<file path="src/rtl/bkpt_pkg.sv">
package bkpt_pkg;
  localparam int REV_LEVEL = 3;

  // operand control layout, LSB first: a_en, a_asid, d_en, d_asid, rd, wr
  typedef struct packed {
    logic wr;
    logic rd;
    logic d_asid;
    logic d_en;
    logic a_asid;
    logic a_en;
  } opctl_t;
endpackage

</file>
<file path="src/rtl/bkpt_regs.sv">
module bkpt_regs
  import bkpt_pkg::*;
#(
  parameter int NUM_PC = 4,
  parameter int AW     = 32,
  parameter int DW     = 32,
  parameter int ASW    = 8,
  parameter int IW     = 4,
  localparam int LANES = DW / 8
) (
  input  logic                          clk,
  input  logic                          rst_n,
  input  logic                          wr_en,
  input  logic [IW-1:0]                 wr_idx,
  input  logic [31:0]                   wr_data,
  output logic [NUM_PC-1:0][AW-1:0]     pc_addr,
  output logic [NUM_PC-1:0][ASW-1:0]    pc_asid,
  output logic [NUM_PC-1:0]             pc_en,
  output logic [NUM_PC-1:0]             pc_asid_inc,
  output logic [AW-1:0]                 op_addr,
  output logic [ASW-1:0]                op_asid,
  output logic [DW-1:0]                 d_val,
  output logic [ASW-1:0]                d_asid,
  output logic [LANES-1:0]              d_mask,
  output opctl_t                        opctl,
  output logic                          act_irq,
  output logic                          sticky_clr
);
  localparam int IX_OADDR = 2 * NUM_PC;
  localparam int IX_OASID = IX_OADDR + 1;
  localparam int IX_DVAL  = IX_OADDR + 2;
  localparam int IX_DASID = IX_OADDR + 3;
  localparam int IX_DMASK = IX_OADDR + 4;
  localparam int IX_PCCTL = IX_OADDR + 5;
  localparam int IX_OPCTL = IX_OADDR + 6;
  localparam int IX_TRIG  = IX_OADDR + 7;
  localparam int NREG     = IX_TRIG + 1;
  localparam int INC_OFS  = 8;

  logic [NREG-1:0] sel;

  always_comb begin
    for (int k = 0; k < NREG; k++) sel[k] = wr_en && (wr_idx == IW'(k));
    sticky_clr = sel[IX_TRIG] && wr_data[1];
  end

  always_ff @(posedge clk or negedge rst_n) begin
    if (!rst_n) begin
      pc_addr     <= '0;
      pc_asid     <= '0;
      pc_en       <= '0;
      pc_asid_inc <= '0;
      op_addr     <= '0;
      op_asid     <= '0;
      d_val       <= '0;
      d_asid      <= '0;
      d_mask      <= '0;
      opctl       <= '0;
      act_irq     <= 1'b0;
    end else begin
      for (int i = 0; i < NUM_PC; i++) begin
        if (sel[i])          pc_addr[i] <= wr_data[AW-1:0];
        if (sel[NUM_PC + i]) pc_asid[i] <= wr_data[ASW-1:0];
      end
      if (sel[IX_OADDR]) op_addr <= wr_data[AW-1:0];
      if (sel[IX_OASID]) op_asid <= wr_data[ASW-1:0];
      if (sel[IX_DVAL])  d_val   <= wr_data[DW-1:0];
      if (sel[IX_DASID]) d_asid  <= wr_data[ASW-1:0];
      if (sel[IX_DMASK]) d_mask  <= wr_data[LANES-1:0];
      if (sel[IX_PCCTL]) begin
        pc_en       <= wr_data[NUM_PC-1:0];
        pc_asid_inc <= wr_data[INC_OFS +: NUM_PC];
      end
      if (sel[IX_OPCTL]) opctl   <= opctl_t'(wr_data[5:0]);
      if (sel[IX_TRIG])  act_irq <= wr_data[0];
    end
  end

  a_r4_ctl_written_only: assert property (@(posedge clk) disable iff (!rst_n)
    !sel[IX_PCCTL] |=> $stable(pc_en));
endmodule

</file>
<file path="src/rtl/bkpt_addr_cmp.sv">
module bkpt_addr_cmp #(
  parameter int AW  = 32,
  parameter int ASW = 8
) (
  input  logic           clk,
  input  logic           rst_n,
  input  logic           en,
  input  logic           asid_inc,
  input  logic [AW-1:0]  ref_addr,
  input  logic [ASW-1:0] ref_asid,
  input  logic           vld,
  input  logic [AW-1:0]  addr,
  input  logic [ASW-1:0] asid,
  output logic           hit_q
);
  localparam int VAW = ASW + AW;

  logic [VAW-1:0] va_cur, va_ref;
  logic           match_d;

  always_comb begin
    va_cur  = {asid, addr};
    va_ref  = {(asid_inc ? ref_asid : asid), ref_addr};
    match_d = vld && en && (va_cur == va_ref);
  end

  always_ff @(posedge clk or negedge rst_n) begin
    if (!rst_n) hit_q <= 1'b0;
    else        hit_q <= match_d;
  end

  a_r4_disabled_silent: assert property (@(posedge clk) disable iff (!rst_n)
    !en |=> !hit_q);
  a_r8_hit_needs_access: assert property (@(posedge clk) disable iff (!rst_n)
    !vld |=> !hit_q);
endmodule

</file>
<file path="src/rtl/bkpt_data_cmp.sv">
module bkpt_data_cmp #(
  parameter int DW  = 32,
  parameter int ASW = 8,
  localparam int LANES = DW / 8
) (
  input  logic             clk,
  input  logic             rst_n,
  input  logic             en,
  input  logic             asid_inc,
  input  logic [DW-1:0]    ref_data,
  input  logic [ASW-1:0]   ref_asid,
  input  logic [LANES-1:0] mask,
  input  logic             vld,
  input  logic [DW-1:0]    data,
  input  logic [ASW-1:0]   asid,
  output logic             hit_q
);
  logic [DW-1:0] lane_bits;
  logic          match_d;

  for (genvar k = 0; k < LANES; k++) begin : g_lane
    assign lane_bits[8*k +: 8] = {8{mask[k]}};
  end

  always_comb begin
    match_d = vld && en && (((data ^ ref_data) & lane_bits) == '0)
              && (!asid_inc || (asid == ref_asid));
  end

  always_ff @(posedge clk or negedge rst_n) begin
    if (!rst_n) hit_q <= 1'b0;
    else        hit_q <= match_d;
  end

  a_r7_data_needs_valid: assert property (@(posedge clk) disable iff (!rst_n)
    !vld |=> !hit_q);
endmodule

</file>
<file path="src/rtl/bkpt_trig.sv">
module bkpt_trig #(
  parameter int NHIT = 6
) (
  input  logic            clk,
  input  logic            rst_n,
  input  logic [NHIT-1:0] hits,
  input  logic            act_irq,
  input  logic            sticky_clr,
  output logic            halt_req,
  output logic            dbg_irq,
  output logic            sticky
);
  logic any_hit, fire, sticky_d;

  always_comb begin
    any_hit  = |hits;
    fire     = any_hit && !sticky;
    halt_req = fire && !act_irq;
    dbg_irq  = fire && act_irq;
    if (any_hit)         sticky_d = 1'b1;
    else if (sticky_clr) sticky_d = 1'b0;
    else                 sticky_d = sticky;
  end

  always_ff @(posedge clk or negedge rst_n) begin
    if (!rst_n) sticky <= 1'b0;
    else        sticky <= sticky_d;
  end

  a_r9_single_pulse: assert property (@(posedge clk) disable iff (!rst_n)
    (halt_req || dbg_irq) |=> !(halt_req || dbg_irq));
  a_r9_sticky_follows: assert property (@(posedge clk) disable iff (!rst_n)
    (halt_req || dbg_irq) |=> sticky);
  a_r9_sticky_cause: assert property (@(posedge clk) disable iff (!rst_n)
    $rose(sticky) |-> $past(any_hit));
endmodule

</file>
<file path="src/rtl/asid_bkpt_unit.sv">
module asid_bkpt_unit
  import bkpt_pkg::*;
#(
  parameter int NUM_PC = 4,
  parameter int AW     = 32,
  parameter int DW     = 32,
  parameter int ASW    = 8,
  parameter int IW     = 4
) (
  input  logic              clk,
  input  logic              rst_n,
  input  logic              wr_en,
  input  logic [IW-1:0]     wr_idx,
  input  logic [31:0]       wr_data,
  input  logic              fetch_vld,
  input  logic [AW-1:0]     fetch_pc,
  input  logic [ASW-1:0]    cur_asid,
  input  logic              opnd_vld,
  input  logic              opnd_wr,
  input  logic [AW-1:0]     opnd_addr,
  input  logic [DW-1:0]     opnd_data,
  output logic [NUM_PC-1:0] pc_hit,
  output logic              op_addr_hit,
  output logic              op_data_hit,
  output logic              halt_req,
  output logic              dbg_irq,
  output logic              trig_sticky,
  output logic [3:0]        rev_level
);
  localparam int LANES = DW / 8;
  localparam int NHIT  = NUM_PC + 2;

  logic [1:0]                 rst_sync;
  logic                       rst_s;
  logic [NUM_PC-1:0][AW-1:0]  pc_addr;
  logic [NUM_PC-1:0][ASW-1:0] pc_asid;
  logic [NUM_PC-1:0]          pc_en, pc_asid_inc;
  logic [AW-1:0]              op_addr;
  logic [ASW-1:0]             op_asid, d_asid;
  logic [DW-1:0]              d_val;
  logic [LANES-1:0]           d_mask;
  opctl_t                     opctl;
  logic                       act_irq, sticky_clr, op_vld_q;

  always_ff @(posedge clk or negedge rst_n) begin
    if (!rst_n) rst_sync <= 2'b00;
    else        rst_sync <= {rst_sync[0], 1'b1};
  end
  assign rst_s     = rst_sync[1];
  assign rev_level = 4'(REV_LEVEL);

  always_comb op_vld_q = opnd_vld && (opnd_wr ? opctl.wr : opctl.rd);

  bkpt_regs #(.NUM_PC(NUM_PC), .AW(AW), .DW(DW), .ASW(ASW), .IW(IW)) u_regs (
    .clk(clk), .rst_n(rst_s), .wr_en(wr_en), .wr_idx(wr_idx), .wr_data(wr_data),
    .pc_addr(pc_addr), .pc_asid(pc_asid), .pc_en(pc_en), .pc_asid_inc(pc_asid_inc),
    .op_addr(op_addr), .op_asid(op_asid), .d_val(d_val), .d_asid(d_asid),
    .d_mask(d_mask), .opctl(opctl), .act_irq(act_irq), .sticky_clr(sticky_clr));

  for (genvar i = 0; i < NUM_PC; i++) begin : g_pc
    bkpt_addr_cmp #(.AW(AW), .ASW(ASW)) u_cmp (
      .clk(clk), .rst_n(rst_s), .en(pc_en[i]), .asid_inc(pc_asid_inc[i]),
      .ref_addr(pc_addr[i]), .ref_asid(pc_asid[i]), .vld(fetch_vld),
      .addr(fetch_pc), .asid(cur_asid), .hit_q(pc_hit[i]));
  end

  bkpt_addr_cmp #(.AW(AW), .ASW(ASW)) u_opa (
    .clk(clk), .rst_n(rst_s), .en(opctl.a_en), .asid_inc(opctl.a_asid),
    .ref_addr(op_addr), .ref_asid(op_asid), .vld(op_vld_q),
    .addr(opnd_addr), .asid(cur_asid), .hit_q(op_addr_hit));

  bkpt_data_cmp #(.DW(DW), .ASW(ASW)) u_opd (
    .clk(clk), .rst_n(rst_s), .en(opctl.d_en), .asid_inc(opctl.d_asid),
    .ref_data(d_val), .ref_asid(d_asid), .mask(d_mask), .vld(op_vld_q),
    .data(opnd_data), .asid(cur_asid), .hit_q(op_data_hit));

  bkpt_trig #(.NHIT(NHIT)) u_trig (
    .clk(clk), .rst_n(rst_s), .hits({op_data_hit, op_addr_hit, pc_hit}),
    .act_irq(act_irq), .sticky_clr(sticky_clr),
    .halt_req(halt_req), .dbg_irq(dbg_irq), .sticky(trig_sticky));

  a_r7_operand_needs_valid: assert property (@(posedge clk) disable iff (!rst_s)
    !opnd_vld |=> !(op_addr_hit || op_data_hit));
  a_r8_pc_hit_after_fetch: assert property (@(posedge clk) disable iff (!rst_s)
    (|pc_hit) |-> $past(fetch_vld));
endmodule

</file>
<file path="config.mk">
export PLATFORM = sky130hd
export DESIGN_NAME = asid_bkpt_unit
export DESIGN_NICKNAME = d
export VERILOG_FILES = /design/src/rtl/bkpt_pkg.sv /design/src/rtl/bkpt_regs.sv /design/src/rtl/bkpt_addr_cmp.sv /design/src/rtl/bkpt_data_cmp.sv /design/src/rtl/bkpt_trig.sv /design/src/rtl/asid_bkpt_unit.sv
export SDC_FILE = /design/constraint.sdc
export NUM_CORES = 1
export LEC_CHECK = 0
export BUFFER_PORTS_ARGS = -buffer_cell sky130_fd_sc_hd__buf_2
export CORE_MARGIN = 3
export CORE_UTILIZATION = 58
export CTS_CLUSTER_DIAMETER = 120
export DETAILED_ROUTE_END_ITERATION = 8
export PLACE_DENSITY = 0.88
export SYNTH_ARGS = -nofsm -noshare
export SYNTH_HDL_FRONTEND = slang
export SYNTH_SLANG_ARGS = --single-unit
</file>
<file path="constraint.sdc">
create_clock -name clk -period 8.8 [get_ports clk]
set_input_delay 1.76 -clock clk [delete_from_list [all_inputs] [get_ports clk]]
set_output_delay 1.76 -clock clk [all_outputs]
set_load 0.01 [all_outputs]
</file>
==> run summary <==
status = finished, final reports clean
YS warnings = 0
post-route antenna net violation count = 0
RSZ-0062 raised after global routing = false
register area share after synthesis = 0.525
Buf/Inv on CP = 1
Num CTS Buffers = 27
# fillers = 1451
Cell variety after synth = 30
clk_skew = 0.00712 ns
CP Cell Sequence = or4_1, nor3_1, nor3_1, buf_2
final period utilization = 0.439
fin nets = 1239
dominant synthesized flop cell = dfrtp_1
layout cells sized above 1 = 0.418
EDFF count, synth = 0
Routed WL = 33000 µm
Max stage delay cell, worst path = or4_1
# IOs = 159
Slew Limit Fails = 0
Synth area leaders = dfrtp_1, mux2_2, xor2_1
top cell type's share of synthesized area = 0.525
combinational power share = 0.201
CP Capture Type = output port
Vias per Instance = 5.96
# rows = 53
Arrival @ worst endpoint = 2.10 ns
ys async rst share = 1.00
synthesized instance count = 946
Gates resized, CTS repair = 0
routability congestion estimate = 0.860
drt first pass iters = 5
family with the most delay on the worst path = simple AND/OR/NAND/NOR gates
core area = 0.0213 mm²
Hold Path Class = reg -> async
vias in the first global route = 8557
Multi-input gate area = 0.00583 mm²
detailed router's first-iteration violation count = 688
total track usage = 0.275
Net Sw Power = 0.983 mW
post-route core utilization = 0.685
DRC Markers = 0
Die Y = 154 µm
Hold Fails Final Rpt = 0
fin crit period = 3.86 ns
fmax = 259 MHz
Reg power frac = 0.484
clock share of power = 0.315
IO buf count = 154
Post-CTS Setup Bufs = 0
CTS Buffer Depth = 3
Worst VDD drop = 155 µV
# clock sinks = 268
hold buffers post-CTS = 0
Reg clk slew, reported paths = 0.06 ns
leak pwr = 6.54 nW
CTS tree = done
Sw Share = 0.277
CP max stage delay = 0.51 ns
Pint = 2.57 mW
WS Path Type = reg -> out
Starting Density = 0.600
Synth-to-Final Area Change = 14.3%
Clock Latency Late Sink = 0.52 ns
die width = 154 µm
setup TNS = 0 ns
worst path required time = 7.04 ns
Die Area = 0.0238 mm²
cell area after synthesis = 0.0128 mm²
final setup fails = 0
startpoint types = flip-flop
maxcap violations = 0
grt ovf = 0
top cell type by total area after synthesis = dfrtp_1
initial antenna violation count = 4
first-pass GRT wire length = 50400 µm
Relative slew margins = 0.284
Critical Path Fanout Max = 3
FF/Latch Area = 0.00671 mm²
pwr dens = 243 mW/mm²
cell mode on critical path = nor3_1
Synth Area per Inst = 13.5 µm²
Root Buffer = clkbuf_16
detailed-route via count = 8265
htree depth = 1
Seq cells post-synth = 268
Avg WL per Cell = 23.8 µm
dpl hpwl = 23100 µm
Slew @ Worst Pin = 1.07 ns
maximum number of pins on one net before global-route repair = 88
## routing by layer
layer,part of all wire,wire length (µm),GRT usage,vias to the layer above
met5,0.00039,13,0,-
met4,0.038,1250,0.102,2
met3,0.080,2650,0.0512,83
met2,0.46,15300,0.433,366
met1,0.42,13800,0.384,4220
li1,-,-,-,3594
## cell families after synthesis
family / synth area share
flops: 0.525
compound gates: 0.00471
other cells: 0.000588
mux: 0.229
xor+xnor: 0.164
simple gates: 0.0559
buf+inv: 0.0200
## cells in the final DEF, fill, tap and decap left out, drive strengths merged
cell type | netlist | final
nor3 | 12 | 12
bufinv | 0 | 1
nor4 | 35 | 35
clkbuf | 18 | 40
nor2 | 10 | 10
dfrtp | 268 | 268
clkinv | 0 | 3
xor2 | 151 | 151
nor3b | 3 | 3
nand2 | 7 | 7
buf | 29 | 162
xnor2 | 88 | 88
a21oi | 1 | 1
conb | 2 | 5
mux2 | 259 | 259
o21ai | 11 | 11
nand2b | 4 | 4
nand3b | 2 | 2
nand4 | 36 | 36
mux2i | 1 | 1
inv | 1 | 1
nand3 | 3 | 3
nor2b | 1 | 1
or3 | 3 | 3
diode | 0 | 1
or4 | 1 | 1
clkinvlp | 0 | 2
## power groups by stage
| stage | clock network (mW) | registers, mW | logic [mW] |
|---|---|---|---|
| after floorplan | 0 | 1.69 | 0.502 |
| final | 1.12 | 1.72 | 0.712 |
| after CTS | 1.13 | 1.72 | 0.713 |
| after global routing | 1.17 | 1.75 | 0.772 |
| after detailed placement | 0 | 1.73 | 0.701 |
| after global placement | 0 | 1.71 | 0.671 |
## worst register-to-register path: cells and delay by family (launching register included)
| family | cells | cell delay, ns |
|---|---|---|
| buf+inv | 2 | 1.77 |
| flops | 1 | 0.70 |
## per-stage QoR
step	setup slack [ns]	hold WS, ns	power, mW	area [µm²]	instances
floorplan	0.778	0.331	2.20	12800	949
global placement	5.36	0.280	2.38	13700	1339
detailed placement	5.30	0.286	2.43	13700	1339
CTS	4.95	0.296	3.56	14600	1385
global route	4.82	0.324	3.69	14600	1386
finish	4.94	0.275	3.55	14600	1386
## worst paths after layout
kind                                       end  slack, ns                start  cells after the start
max                                   halt_req       4.94  g_pc[2].u_cmp.hit_q                      4
min                        u_regs.pc_addr[101]       0.28          rst_sync[1]                      0
max reg2reg                  u_regs.pc_addr[9]       6.24          rst_sync[1]                      2
min reg2reg                u_regs.pc_addr[101]       0.28          rst_sync[1]                      0
max in group asynchronous    u_regs.pc_addr[9]       6.24          rst_sync[1]                      2
min in group clk                   rst_sync[1]       0.36          rst_sync[0]                      0
## synth_stat cells, types with 3 or more instances
master    count
xnor2_1      88
buf_6         3
clkbuf_1     18
mux2_1        7
nand3_1       3
nor2_2        3
buf_4         8
nand2_1       7
xor2_1      151
or3_1         3
nor2_1        7
dfrtp_1     268
buf_2        18
mux2_2      252
nor4_1       35
nor3_1       11
nand4_1      36
nand2b_1      4
o21ai_0      11
## flip-flops by register name, indices dropped and copies added, names as in the netlist, 2 cells and up
| register | cells |
|---|---|
| u_regs.pc_en | 4 |
| u_regs.opctl | 6 |
| u_regs.pc_addr | 128 |
| u_regs.pc_asid_inc | 4 |
| u_regs.d_val | 32 |
| rst_sync | 2 |
| u_regs.op_addr | 32 |
| g_pc.u_cmp.hit_q | 4 |
| u_regs.op_asid | 8 |
| u_regs.pc_asid | 32 |
| u_regs.d_asid | 8 |
| u_regs.d_mask | 4 |
## area by class of cell
type / instances / area share
antenna: 1 / 0.000172
clock buffer: 40 / 0.0552
clock inverter: 6 / 0.00412
inverter: 1 / 0.000257
multi-input combinational: 633 / 0.400
sequential: 268 / 0.460
tap: 275 / 0.0236
timing repair buffer: 162 / 0.0570
(Power assumes the default switching activity.)
